<file path="src/rtl/fbus_pkg.sv">
package fbus_pkg;
  typedef enum logic [0:0] {CMD_IDLE, CMD_ARMED} cmd_state_t;

  localparam int NCTL  = 5;
  localparam int CI_CE = 0;
  localparam int CI_OE = 1;
  localparam int CI_WE = 2;
  localparam int CI_OD = 3;
  localparam int CI_LE = 4;

  localparam logic [1:0] REG_SIG  = 2'd0;
  localparam logic [1:0] REG_STAT = 2'd1;
  localparam logic [1:0] REG_QRY  = 2'd2;
  localparam logic [1:0] REG_CFG  = 2'd3;
endpackage

</file>
<file path="src/rtl/fbus_filter.sv">
module fbus_filter #(
  parameter int   N       = 4,
  parameter logic RST_LVL = 1'b1
) (
  input  logic clk,
  input  logic rst_n,
  input  logic raw,
  output logic filt
);
  localparam int CW = $clog2(N + 1);
  logic [CW-1:0] cnt;

  always_ff @(posedge clk) begin
    if (!rst_n) begin
      filt <= RST_LVL;
      cnt  <= '0;
    end else if (raw == filt) begin
      cnt <= '0;
    end else if (cnt == CW'(N - 1)) begin
      filt <= raw;
      cnt  <= '0;
    end else begin
      cnt <= cnt + 1'b1;
    end
  end

  // the filtered level only moves to a level the raw pin really had
  p_filter_follows_r4: assert property (@(posedge clk) disable iff (!rst_n)
    (filt != $past(filt)) |-> ($past(raw) == filt));
endmodule

</file>
<file path="src/rtl/fbus_delay.sv">
module fbus_delay #(
  parameter int W = 8,
  parameter int N = 4
) (
  input  logic         clk,
  input  logic         rst_n,
  input  logic [W-1:0] d,
  output logic [W-1:0] q
);
  logic [W-1:0] st [N];

  for (genvar i = 0; i < N; i++) begin : g_stage
    if (i == 0) begin : g_first
      always_ff @(posedge clk) begin
        if (!rst_n) st[0] <= '0;
        else        st[0] <= d;
      end
    end else begin : g_next
      always_ff @(posedge clk) begin
        if (!rst_n) st[i] <= '0;
        else        st[i] <= st[i-1];
      end
    end
  end

  assign q = st[N-1];
endmodule

</file>
<file path="src/rtl/fbus_addr_latch.sv">
module fbus_addr_latch #(
  parameter int AW = 8
) (
  input  logic          clk,
  input  logic          rst_n,
  input  logic [AW-1:0] addr_in,
  input  logic          le_n,
  input  logic          ce_n,
  input  logic          we_n,
  output logic [AW-1:0] lat_q
);
  always_ff @(posedge clk) begin
    if (!rst_n)
      lat_q <= '0;
    else if (!le_n && !ce_n && we_n)
      lat_q <= addr_in;
  end

  // once the strobe has stayed high, the captured address does not move
  p_latch_hold_r7: assert property (@(posedge clk) disable iff (!rst_n)
    (le_n && $past(le_n)) |-> $stable(lat_q));
endmodule

</file>
<file path="src/rtl/fbus_cmd.sv">
module fbus_cmd
  import fbus_pkg::*;
#(
  parameter int            AW      = 8,
  parameter int            DW      = 16,
  parameter logic [AW-1:0] CFG_RST = 8'hFF,
  parameter logic [DW-1:0] CMD_ARM = 16'h0060,
  parameter logic [DW-1:0] CMD_SET = 16'h0003
) (
  input  logic          clk,
  input  logic          rst_n,
  input  logic          ce_n,
  input  logic          we_n,
  input  logic [DW-1:0] din,
  input  logic [AW-1:0] addr,
  output logic [AW-1:0] cfg,
  output logic          cfg_written
);
  cmd_state_t state;
  logic       we_q;
  logic       wr_pulse;

  assign wr_pulse = we_n && !we_q && !ce_n;

  always_ff @(posedge clk) begin
    if (!rst_n) begin
      we_q        <= 1'b1;
      state       <= CMD_IDLE;
      cfg         <= CFG_RST;
      cfg_written <= 1'b0;
    end else begin
      we_q <= we_n;
      if (wr_pulse) begin
        case (state)
          CMD_IDLE: if (din == CMD_ARM) state <= CMD_ARMED;
          default: begin
            state <= CMD_IDLE;
            if (din == CMD_SET) begin
              cfg         <= addr;
              cfg_written <= 1'b1;
            end
          end
        endcase
      end
    end
  end

  // the register only changes as the second word of the sequence
  p_cfg_needs_arm_r5: assert property (@(posedge clk) disable iff (!rst_n)
    (cfg != $past(cfg)) |-> ($past(state) == CMD_ARMED));

  // the loaded flag is only cleared by reset
  p_written_sticky_r6: assert property (@(posedge clk) disable iff (!rst_n)
    !$fell(cfg_written));
endmodule

</file>
<file path="src/rtl/fbus_read_if.sv">
module fbus_read_if
  import fbus_pkg::*;
#(
  parameter int            AW          = 8,
  parameter int            DW          = 16,
  parameter int            FILT_N      = 4,
  parameter int            LATCH_BIT   = 3,
  parameter logic [AW-1:0] CFG_RST     = 8'hFF,
  parameter logic [DW-1:0] SIG_MFR     = 16'h00C2,
  parameter logic [DW-1:0] SIG_DEV     = 16'h22D5,
  parameter logic [DW-1:0] STATUS_WORD = 16'h0080,
  parameter logic [DW-1:0] QRY_BASE    = 16'h0051,
  parameter logic [DW-1:0] ARR_SEED    = 16'h3C00
) (
  input  logic          clk,
  input  logic          rst_n,
  input  logic          ce_n,
  input  logic          oe_n,
  input  logic          we_n,
  input  logic          od_n,
  input  logic          le_n,
  input  logic [AW-1:0] addr,
  input  logic [DW-1:0] din,
  output logic [DW-1:0] dout,
  output logic          dq_oe
);
  localparam int IW = AW - 1;
  localparam int PW = AW + DW;

  logic [NCTL-1:0] ctl_raw, ctl_f;
  logic [AW-1:0]   addr_d, lat_q, cfg, eff;
  logic [DW-1:0]   din_d, word;
  logic            cfg_written, latch_mode, reg_forced, rd_ok;

  assign ctl_raw = {le_n, od_n, we_n, oe_n, ce_n};

  for (genvar c = 0; c < NCTL; c++) begin : g_filt
    fbus_filter #(.N(FILT_N), .RST_LVL(1'b1)) u_filt (
      .clk (clk),
      .rst_n (rst_n),
      .raw (ctl_raw[c]),
      .filt (ctl_f[c])
    );
  end

  fbus_delay #(.W(PW), .N(FILT_N)) u_align (
    .clk (clk),
    .rst_n (rst_n),
    .d ({addr, din}),
    .q ({addr_d, din_d})
  );

  fbus_addr_latch #(.AW(AW)) u_latch (
    .clk (clk),
    .rst_n (rst_n),
    .addr_in (addr_d),
    .le_n (ctl_f[CI_LE]),
    .ce_n (ctl_f[CI_CE]),
    .we_n (ctl_f[CI_WE]),
    .lat_q (lat_q)
  );

  fbus_cmd #(.AW(AW), .DW(DW), .CFG_RST(CFG_RST)) u_cmd (
    .clk (clk),
    .rst_n (rst_n),
    .ce_n (ctl_f[CI_CE]),
    .we_n (ctl_f[CI_WE]),
    .din (din_d),
    .addr (addr_d),
    .cfg (cfg),
    .cfg_written (cfg_written)
  );

  assign latch_mode = cfg_written && cfg[LATCH_BIT];
  assign reg_forced = addr_d[AW-1] && (addr_d[AW-2 -: 2] != REG_CFG);
  assign eff = (latch_mode && ctl_f[CI_LE] && !reg_forced) ? lat_q : addr_d;

  always_comb begin
    logic [IW-1:0] idx;
    idx  = eff[IW-1:0];
    word = DW'({idx, ~idx}) ^ ARR_SEED;
    if (eff[AW-1]) begin
      case (eff[AW-2 -: 2])
        REG_SIG:  word = eff[0] ? SIG_DEV : SIG_MFR;
        REG_STAT: word = STATUS_WORD;
        REG_QRY:  word = QRY_BASE + DW'(eff[3:0]);
        default:  word = DW'(cfg);
      endcase
    end
  end

  assign rd_ok = !ctl_f[CI_CE] && !ctl_f[CI_OE] && ctl_f[CI_WE] && ctl_f[CI_OD];

  always_ff @(posedge clk) begin
    if (!rst_n) begin
      dout  <= '0;
      dq_oe <= 1'b0;
    end else begin
      dq_oe <= rd_ok;
      dout  <= rd_ok ? word : '0;
    end
  end

  // a settled deselect always leaves the bus undriven
  p_deselect_quiet_r3: assert property (@(posedge clk) disable iff (!rst_n)
    (ctl_f[CI_CE] && $past(ctl_f[CI_CE])) |-> !dq_oe);
endmodule

</file>
<file path="config.mk">
export PLATFORM = sky130hd
export DESIGN_NAME = fbus_read_if
export DESIGN_NICKNAME = d
export VERILOG_FILES = /design/src/rtl/fbus_pkg.sv /design/src/rtl/fbus_filter.sv /design/src/rtl/fbus_delay.sv /design/src/rtl/fbus_addr_latch.sv /design/src/rtl/fbus_cmd.sv /design/src/rtl/fbus_read_if.sv
export SDC_FILE = /design/constraint.sdc
export NUM_CORES = 1
export LEC_CHECK = 0
export BUFFER_PORTS_ARGS = -buffer_cell sky130_fd_sc_hd__buf_4
export CAP_MARGIN = 20
export CORE_MARGIN = 1.5
export CORE_UTILIZATION = 50
export CTS_CLUSTER_DIAMETER = 100
export CTS_CLUSTER_SIZE = 40
export DETAILED_ROUTE_END_ITERATION = 16
export PLACE_DENSITY_LB_ADDON = 0.05
export RECOVER_POWER = 25
export SLEW_MARGIN = 20
export SYNTH_ARGS = -nofsm -noshare
export SYNTH_HDL_FRONTEND = slang
export SYNTH_HIERARCHICAL = 1
export SYNTH_SLANG_ARGS = --single-unit
</file>
<file path="constraint.sdc">
create_clock -name clk -period 2.82 [get_ports clk]
set_input_delay 0.282 -clock clk [delete_from_list [all_inputs] [get_ports clk]]
set_output_delay 0.282 -clock clk [all_outputs]
set_load 0.01 [all_outputs]
</file>
# Yosys cells after proc, flatten, opt, wreduce, memory -nomap -nowiden
# Memory sizes are Yosys's and may differ from the RTL's.
# Index checks and enable logic that the tools add are counted.
[op_classes] add_sub_neg=6 n_eq_ne=15 muxes=12 bitwise_logic=12 reduce_logical=30
[op_table] cell="two-way mux 24 bit" count=4
[op_table] cell="one-hot mux 14 bit (3 select lines)" count=1
[op_table] cell="two-way mux 14 bit" count=2
[op_table] cell="== test 16 x 2 -> 1 bit, second input constant" count=1
[op_table] cell="== test 16 x 7 -> 1 bit, second input constant" count=1
[op_table] cell="adder 3 x 1 -> 3 bit, second input constant" count=5
[op_table] cell="== test 3 x 2 -> 1 bit, second input constant" count=5
[op_table] cell="OR reduction 3 bit" count=5
[op_table] cell="AND reduction 2 bit" count=6
[op_table] cell="logical AND 1 bit" count=11
[op_table] cell="adder 7 x 4 -> 8 bit, first input constant" count=1
[op_table] cell="two-way mux 8 bit" count=1
[op_table] cell="inverter 7 bit" count=1
[op_table] cell="inverter 1 bit" count=6
[op_table] cell="AND reduction 3 bit" count=2
[op_table] cell="== test 1 bit" count=5
[op_table] cell="logical NOT 1 bit" count=5
[op_table] cell="two-way mux 1 bit" count=4
[op_table] cell="inverter 4 bit" count=1
[op_table] cell="bitwise OR 1 bit" count=4
[op_table] cell="== test 2 x 1 -> 1 bit, second input constant" count=1
[op_table] cell="== test 2 bit, second input constant" count=1
[op_table] cell="logical NOT 2 bit" count=1
[op_table] cell="!= test 2 bit, second input constant" count=1
[totals] regBits=56 ram_bits=96 inputBits=31 output_inout_bits=17 word_cells=94 memories=1
[memory_table] name="u_align.st" words=4 width=24 read_ports=4 rd_ports_with_merged_regs=0 write_ports=4 line="fbus_delay.sv:10" source="logic [W-1:0] st [N];"

# Longest topological paths before layout
# Gate-level depths: netlist of the first run.
# An unclocked memory read counts as a cell.
[depth] ltp_word=9 depth_mapped=12 mapped_depth_nobuf=9

# Cells and area by module
# The synthesis of the first run kept the hierarchy.
[modules_own_cells] module="fbus_delay" n_inst=1 cells_per_inst=226 area_per_inst_um2=2783.9 seq_area_each_um2=1921.8
[modules_own_cells] module="fbus_read_if" n_inst=1 cells_per_inst=129 area_per_inst_um2=1018.5 seq_area_each_um2=300.3
[modules_own_cells] module="fbus_filter" n_inst=5 cells_per_inst=13 area_per_inst_um2=161.4 seq_area_each_um2=80.1
[modules_own_cells] module="fbus_cmd" n_inst=1 cells_per_inst=58 area_per_inst_um2=545.5 seq_area_each_um2=220.2
[modules_own_cells] module="fbus_addr_latch" n_inst=1 cells_per_inst=36 area_per_inst_um2=340.3 seq_area_each_um2=160.2

# Least setup slack after synthesis of the first run
# Ideal clock, no wire load.
[synth_path] kind="reg2reg" from="mem u_align/st[1][45] (netlist name)" to="reg dout[2]" setup_time_ps=137 t_arrival_ps=2329 required_ps=2683 slack_ps=354 path_stages_with_launch=13 path_buffers=3 period_less_slack_ps=2466 path_cell_list="dfxtp_1 buf_4 buf_4 a21boi_4 or2_1 buf_6 mux2_2 ha_1 xnor2_1 o21ai_0 o21a_1 a2111oi_2 a211oi_1"
[synth_rtl] element="from (decl)" line="fbus_delay.sv:10"
[synth_rtl] element="to (signal assigned)" line="fbus_read_if.sv:100" source="dout <= rd_ok ? word : '0;"
[synth_rtl] element="to (decl)" line="fbus_read_if.sv:24" source="output logic [DW-1:0] dout,"

# Worst setup path after layout of the first run
[layout_path] from="reg g_filt[4].u_filt.filt" to="reg dout[2]"
[layout_via] elab_chain_cells=6 word_cells_on_any_way=11 cone_classes="add/sub (1); eq/ne (2); mux (4); bitwise (1); reduce/logical (3)"
[layout_lines] element="from (decl)" line="fbus_filter.sv:8" source="output logic filt"
[layout_lines] element="from (signal assigned)" line="fbus_filter.sv:20" source="filt <= raw;"
[layout_lines] element="logical AND 1 bit (2 in a row)" line="fbus_read_if.sv:76" source="assign eff = (latch_mode && ctl_f[CI_LE] && !reg_forced) ? lat_q : addr_d;"
[layout_lines] element="two-way mux 8 bit" line="fbus_read_if.sv:76"
[layout_lines] element="named net eff[1]" line="fbus_read_if.sv:31" source="logic [AW-1:0] addr_d, lat_q, cfg, eff;"
[layout_lines] element="adder 7 x 4 -> 8 bit" line="fbus_read_if.sv:86" source="REG_QRY: word = QRY_BASE + DW'(eff[3:0]);"
[layout_lines] element="one-hot mux 14 bit (3 select lines)" line="fbus_read_if.sv:83" source="case (eff[AW-2 -: 2])"
[layout_lines] element="two-way mux 14 bit" line="fbus_read_if.sv:82" source="if (eff[AW-1]) begin"
# The timed path passes the listed nets, and every way through them passes these cells.
# A chain may end at the register's enable or synchronous reset.

==> results of run 1 <==
==> final timing paths <==
kind                    startpoint                    end  slack (ps)
max reg2reg  g_filt[4].u_filt/filt                dout[2]         400
min                          rst_n  g_filt[4].u_filt/filt         420
max          g_filt[4].u_filt/filt                dout[2]         400
min reg2reg       u_align/st[1][0]      u_align/st[1][24]         430
==> layout make-up <==
type | instances | area [um2]
clock buffers | 20 | 445
clock inverters | 12 | 190
fillers | 878 | 4120
inverters | 9 | 33.8
multi-input cells | 309 | 2100
flip-flops and latches | 150 | 3000
well taps | 140 | 175
repair buffers | 87 | 721
==> power by group <==
part | internal [W] | switching (W)
Combinational | 0.000101 | 0.0000778
Sequential | 0.00217 | 0.0000171
Clock | 0.00150 | 0.000871
==> cell usage in the layout (no fill, tap or decap), types with 3 or more instances in the layout <==
cell	n
clkbuf_8	3
a31oi_1	3
nand3_2	3
a21oi_1	13
mux2_2	3
nor2_1	20
nand3_1	12
inv_1	8
nand2_1	27
dfxtp_1	150
nor4_1	3
inv_6	3
and4bb_2	5
buf_4	56
nand4_1	13
bufinv_16	4
o22ai_1	3
nor4_4	3
and3_1	5
nor3_1	5
o21ai_1	9
mux2i_1	15
clkbuf_16	16
ha_1	11
xnor2_1	7
dlygate4sd3_1	29
nand2b_1	5
and2_0	7
and2_1	91
nor4b_1	10
o21ai_0	10
==> state kept, by name, summed over array words and instances, names as in the netlist <==
name / cells
dq_oe: 1
g_filt.u_filt/cnt: 15
u_align/st: 96
u_latch/lat_q: 8
u_cmd/state: 1
u_cmd/cfg: 8
dout: 14
u_cmd/we_q: 1
u_cmd/cfg_written: 1
g_filt.u_filt/filt: 5
==> kinds of logic (layout without fill, tap and decap cells) <==
kind of cell | count (synthesis) | count (layout) | share of synthesized area (%)
compound gates | 54 | 54 | 6.49
xor+xnor | 7 | 7 | 1.12
fa+ha+maj | 11 | 11 | 2.50
buf+inv | 56 | 128 | 7.19
flops | 150 | 150 | 54.6
mux | 19 | 19 | 3.62
other cells | 1 | 2 | 0.0682
simple gates | 216 | 216 | 24.4
==> metal layers <==
layer / routed length (um) / vias to the layer above / share of wire [%] / global-route usage, %
met5: 0 / - / 0 / 0
met4: 157 / 0 / 1.5 / 8.55
met3: 377 / 12 / 3.7 / 5.57
met2: 4980 / 72 / 49 / 33.3
met1: 4720 / 1676 / 46 / 23.8
li1: - / 1838 / - / -
==> stage by stage <==
step / area (um2) / util (%) / std cells / hold WS (ps) / worst slack [ps]
floorplan: 5500 / - / 515 / 344 / 354
global placement: 5750 / 53.3 / 666 / 413 / 447
detailed placement: 5750 / 53.3 / 666 / 417 / 397
CTS: 6670 / 61.8 / 727 / 118 / 373
global route: 6670 / 61.8 / 727 / 438 / 157
finish: 6670 / 61.8 / 727 / 418 / 399
==> out/metrics.cfg, run 1 <==
[die]
core-area_mm2=0.0108
die_h_um=108
start_util_pct=50.9
rows=38
io_pins=48
fp.dieW_um=108
die_area_mm2=0.0116

[worst_setup_path]
path_buf_inv=0
crit_cells=9
endpoint_kind=flip-flop
r2r_cells=9
slowest_delay_ps=440
path_class=flip-flop to flip-flop
critPathTopFamily=compound AO/OA/AOI/OAI gates
critPathLaunchType=flip-flop
required_ps=3190
path_cells=nand3_2, or2_1, mux2_2, ha_1, xnor2_1, o21ai_0, o21a_1, a2111oi_2, a211oi_1
crit_fanout=5
crit_arrival_ps=2800
slowest_stage=dfxtp_1

[synth]
synthTopCellsByCount=dfxtp_1 (150), and2_1 (98), buf_4 (27), nand2_1 (27), nor2_1 (20)
synth-edff-count=0
ys_top_cells_by_area=dfxtp_1 (55%), and2_1 (11%), buf_4 (3.7%)
synth_top_area_share_pct=54.6
synth_flop_cell=dfxtp_1
async_flop_share_pct=0
yosys.cell_types.count=49
syn-instance-count=514
avgSynthCellArea_um2=10.7
synth_top_cell_by_area=dfxtp_1
ys_seq_elements=150
yosysSeqAreaShare_pct=54.6
synth.most_common_cell=dfxtp_1
yosysWarnings=6
syn_area_mm2=0.00550

[finish]
n_antenna_cell=0
fin_nets=616
drive_gt1_share_pct=19.1
area_delta_synth_final_pct=21.4

[cts]
clock_sinks=150
hold_buffers=29
clock_latency_ps=510
ctsHtreeMaxLevel=4
clk_pin_slew_worst_paths_ps=60
cts-resized-gates=0
cts_setup_buffers=0
cts_tree=done
cts_made_buffers=17
clock_path_buffers=2
root_buffer=clkbuf_8

[detailed_routing]
dr_total_vias=3598
drc=0
wl_mm=10.2
dr.pass1.iters=5
vias_per_cell=4.95
wl_per_cell_um=14.1
drt_iter0_drc=202
ant_nets=0

[placed_design]
globalplace.congestion=0.840
hpwlAfterDp_mm=6.43
io_buffer_count=45

[sta]
clock_skew_ps=6.90
tightest_slew_ps=1370
grt_setup_unrepaired=no
setup_viol=0
clock.fmax_mhz=413
hold_viol=0
finalCritPeriodShare_pct=85.8
max-slew-margin-rel_pct=8.85
fin_setup_tns_ps=0
post-route-min-period_ps=2420
report.final.slew_viol_count=0

[run_status]
outcome=completed

[min_path]
min_path_type=input pin to flip-flop
min_path_cells=2

[global_route]
grt_start_max_net_pins=102
grt_pass1_wl_mm=17.4
grt_use_total_pct=19.9
grt-ovfl-total=0
antenna_found_initial=0
grt_pass1_vias=3595

[power_and_ir_drop]
total_power_w=0.00474
power_leakage_nw=2.69
vdd_drop_max_mv=0.478
p_per_area_mw_per_mm2=711

[job]
max_cap_violations=0

Note: power is estimated with default switching activity, not from simulation.
==> run 2: changes to the inputs <==
--- a/config.mk
+++ b/config.mk
@@ -8,7 +8,7 @@
 export BUFFER_PORTS_ARGS = -buffer_cell sky130_fd_sc_hd__buf_4
 export CAP_MARGIN = 20
 export CORE_MARGIN = 1.5
-export CORE_UTILIZATION = 50
+export CORE_UTILIZATION = 58
 export CTS_CLUSTER_DIAMETER = 100
 export CTS_CLUSTER_SIZE = 40
 export DETAILED_ROUTE_END_ITERATION = 16
==> run 2 against run 1 <==
The flow now finishes with violations (capacitance limit, slew limit). Final cell count down 4.5%. Utilization increased by 9.7 points. Worst setup slack worse by 180 ps. Global-route usage up 2.7 points. Combinational power barely moved. Design area is 1.4% lower. Worst hold slack improved by 11 ps. Via count rose by 0.86%. Power fell by 1.0%. Critical path type unchanged. Critical endpoint unchanged.
==> out/metrics.cfg, run 2 (synthesis gave the netlist of run 1 again) <==
[run_status]
outcome=finished with violations
violations=capacitance limit, slew limit

[worst_setup_path]
slowest_delay_ps=430  ; about the same
r2r_cells=9  ; unchanged
worstSetupEndpoint=dout[2]
crit_arrival_ps=2970  ; +170 ps
crit_fanout=7  ; +2
r2r-start=u_align/st[1][47]
critPathTopFamily=compound AO/OA/AOI/OAI gates
critPathLaunchType=flip-flop
required_ps=3190  ; about the same
rr_endpoint=dout[2]
endpoint_kind=flip-flop
crit_cells=9  ; unchanged
path_buf_inv=0  ; unchanged
slowest_stage=dfxtp_1
path_class=flip-flop to flip-flop
r2r_setup_slack_ps=220  ; -180 ps
path_cells=a21boi_4, or2_1, mux2_2, ha_1, xnor2_1, o21ai_0, o21a_1, a2111oi_2, a211oi_1
crit_start=u_align/st[1][47]

[cts]
cts_tree=done
root_buffer=clkbuf_8
cts_setup_buffers=0  ; unchanged
clock_latency_ps=510  ; about the same
cts_made_buffers=17  ; unchanged
clock_path_buffers=2  ; unchanged
clk_pin_slew_worst_paths_ps=70  ; about the same
cts-resized-gates=0  ; unchanged
ctsHtreeMaxLevel=4  ; unchanged
hold_buffers=29  ; unchanged
clock_sinks=150  ; unchanged

[sta]
clock.fmax_mhz=385  ; -6.8%
max-slew-margin-rel_pct=-31.0  ; -40 points
setup_viol=0  ; unchanged
hold_viol=0  ; unchanged
post-route-min-period_ps=2600  ; +176 ps
fin_setup_tns_ps=0  ; unchanged
finalCritPeriodShare_pct=92.1  ; +6.3 points
tightest_slew_ps=1970  ; +598 ps
clock_skew_ps=9.61  ; +2.71 ps
grt_setup_unrepaired=no
report.final.slew_viol_count=61  ; +61

[detailed_routing]
wl_mm=10.7  ; +4.3%
vias_per_cell=5.23  ; +5.7%
wl_per_cell_um=15.4  ; +9.2%
dr_total_vias=3629  ; +0.86%
ant_nets=0  ; unchanged
drt_iter0_drc=139  ; -31%
drc=0  ; unchanged
dr.pass1.iters=4  ; -1

[power_and_ir_drop]
power_leakage_nw=2.65  ; -1.4%
p_per_area_mw_per_mm2=714  ; +0.35%
vdd_drop_max_mv=0.506  ; +6.0%

[finish]
final_cell_mix=dfxtp_1 (150), and2_1 (85), buf_4 (51)
drive_gt1_share_pct=18.2  ; -0.90 points
fillers=627  ; -29%
reg_top3=u_align/st x96, g_filt.u_filt/cnt x15, dout x14
top_register=u_align/st
mostFrequentLayoutCell=dfxtp_1
largest_reg_flops=96  ; unchanged
n_antenna_cell=0  ; unchanged
fin_nets=612  ; -0.65%
area_delta_synth_final_pct=19.7
layout.cells.non_filler=694  ; -4.5%

[global_route]
grt_use_total_pct=22.6  ; +2.7 points
grt_start_max_net_pins=84  ; -18%
grt_pass1_wl_mm=17.2  ; -1.7%
grt-ovfl-total=0  ; unchanged
antenna_found_initial=0  ; unchanged
grt_pass1_vias=3665  ; +1.9%

[job]
max_cap_violations=1  ; +1

[placed_design]
globalplace.congestion=0.890  ; +5.9%
hpwlAfterDp_mm=6.44  ; about the same
io_buffer_count=45  ; unchanged
dp.cells=633  ; -5.0%

[die]
fp.dieW_um=100  ; -7.0%
core-area_mm2=0.00920  ; -15%
die_h_um=100  ; -7.0%
start_util_pct=59.8  ; +8.8 points
io_pins=48  ; unchanged
die_area_mm2=0.0101  ; -13%
rows=35  ; -7.9%

[min_path]
min_from=rst_n
min_path_type=input pin to flip-flop

## run 2: how the worst min path moves through the flow
stage	end	slack [ps]	depth (start not counted)
2_1_floorplan	g_filt[0].u_filt/filt	340	1
3_5_place_dp	u_align/st[0][36]	420	1
6_report	dout[9]	430	3
5_1_grt	dout[9]	440	3
3_3_place_gp	g_filt[0].u_filt/cnt[0]	410	1
4_1_cts	g_filt[3].u_filt/filt	300	3
## run 2: area by class of cell
class                   count  area, um2  share of cell area, %
well taps                 111        139                   2.11
repair buffers             83        686                   10.4
clock buffers              19        432                   6.56
multi-input cells         309       2100                   31.9
flip-flops and latches    150       3000                   45.6
clock inverters            13        185                   2.81
inverters                   9       33.8                  0.514
## run 2: worst reg2reg max path, cell delays in order (launching register included)
cell       delay (ps)
dfxtp_1           430
a21boi_4          330
or2_1             220
mux2_2            360
ha_1              280
xnor2_1           160
o21ai_0            90
o21a_1            210
a2111oi_2         330
a211oi_1           70
## run 2: layer usage
layer  share of wire [%]  global-route usage (%)  routed length (um)  vias up
met3                 3.7                    5.50                 395       24
met2                  50                    39.6                5350       93
met1                  43                    25.3                4610     1687
met4                 2.9                    12.2                 311        0
li1                    -                       -                   -     1825
met5                   0                       0                   0        -
## run 2: where the power goes
group / switching, W / total, W / leakage (nW) / internal (W)
sequential: 0.0000197 / 0.00219 / 1.22 / 0.00217
combinational: 0.0000813 / 0.000182 / 1.13 / 0.000100
clock: 0.000914 / 0.00232 / 0.297 / 0.00141
## run 2: per-stage QoR
step	power, W	util, %	cell area (um2)	hold WS (ps)	setup WS [ps]
6_report	0.00469	71.5	6580	429	223
3_3_place_gp	0.00238	61.8	5680	413	258
4_1_cts	0.00474	71.6	6590	296	230
5_1_grt	0.00485	71.5	6580	441	15.9
3_5_place_dp	0.00238	61.8	5680	417	239
2_1_floorplan	0.00235	-	5500	344	354
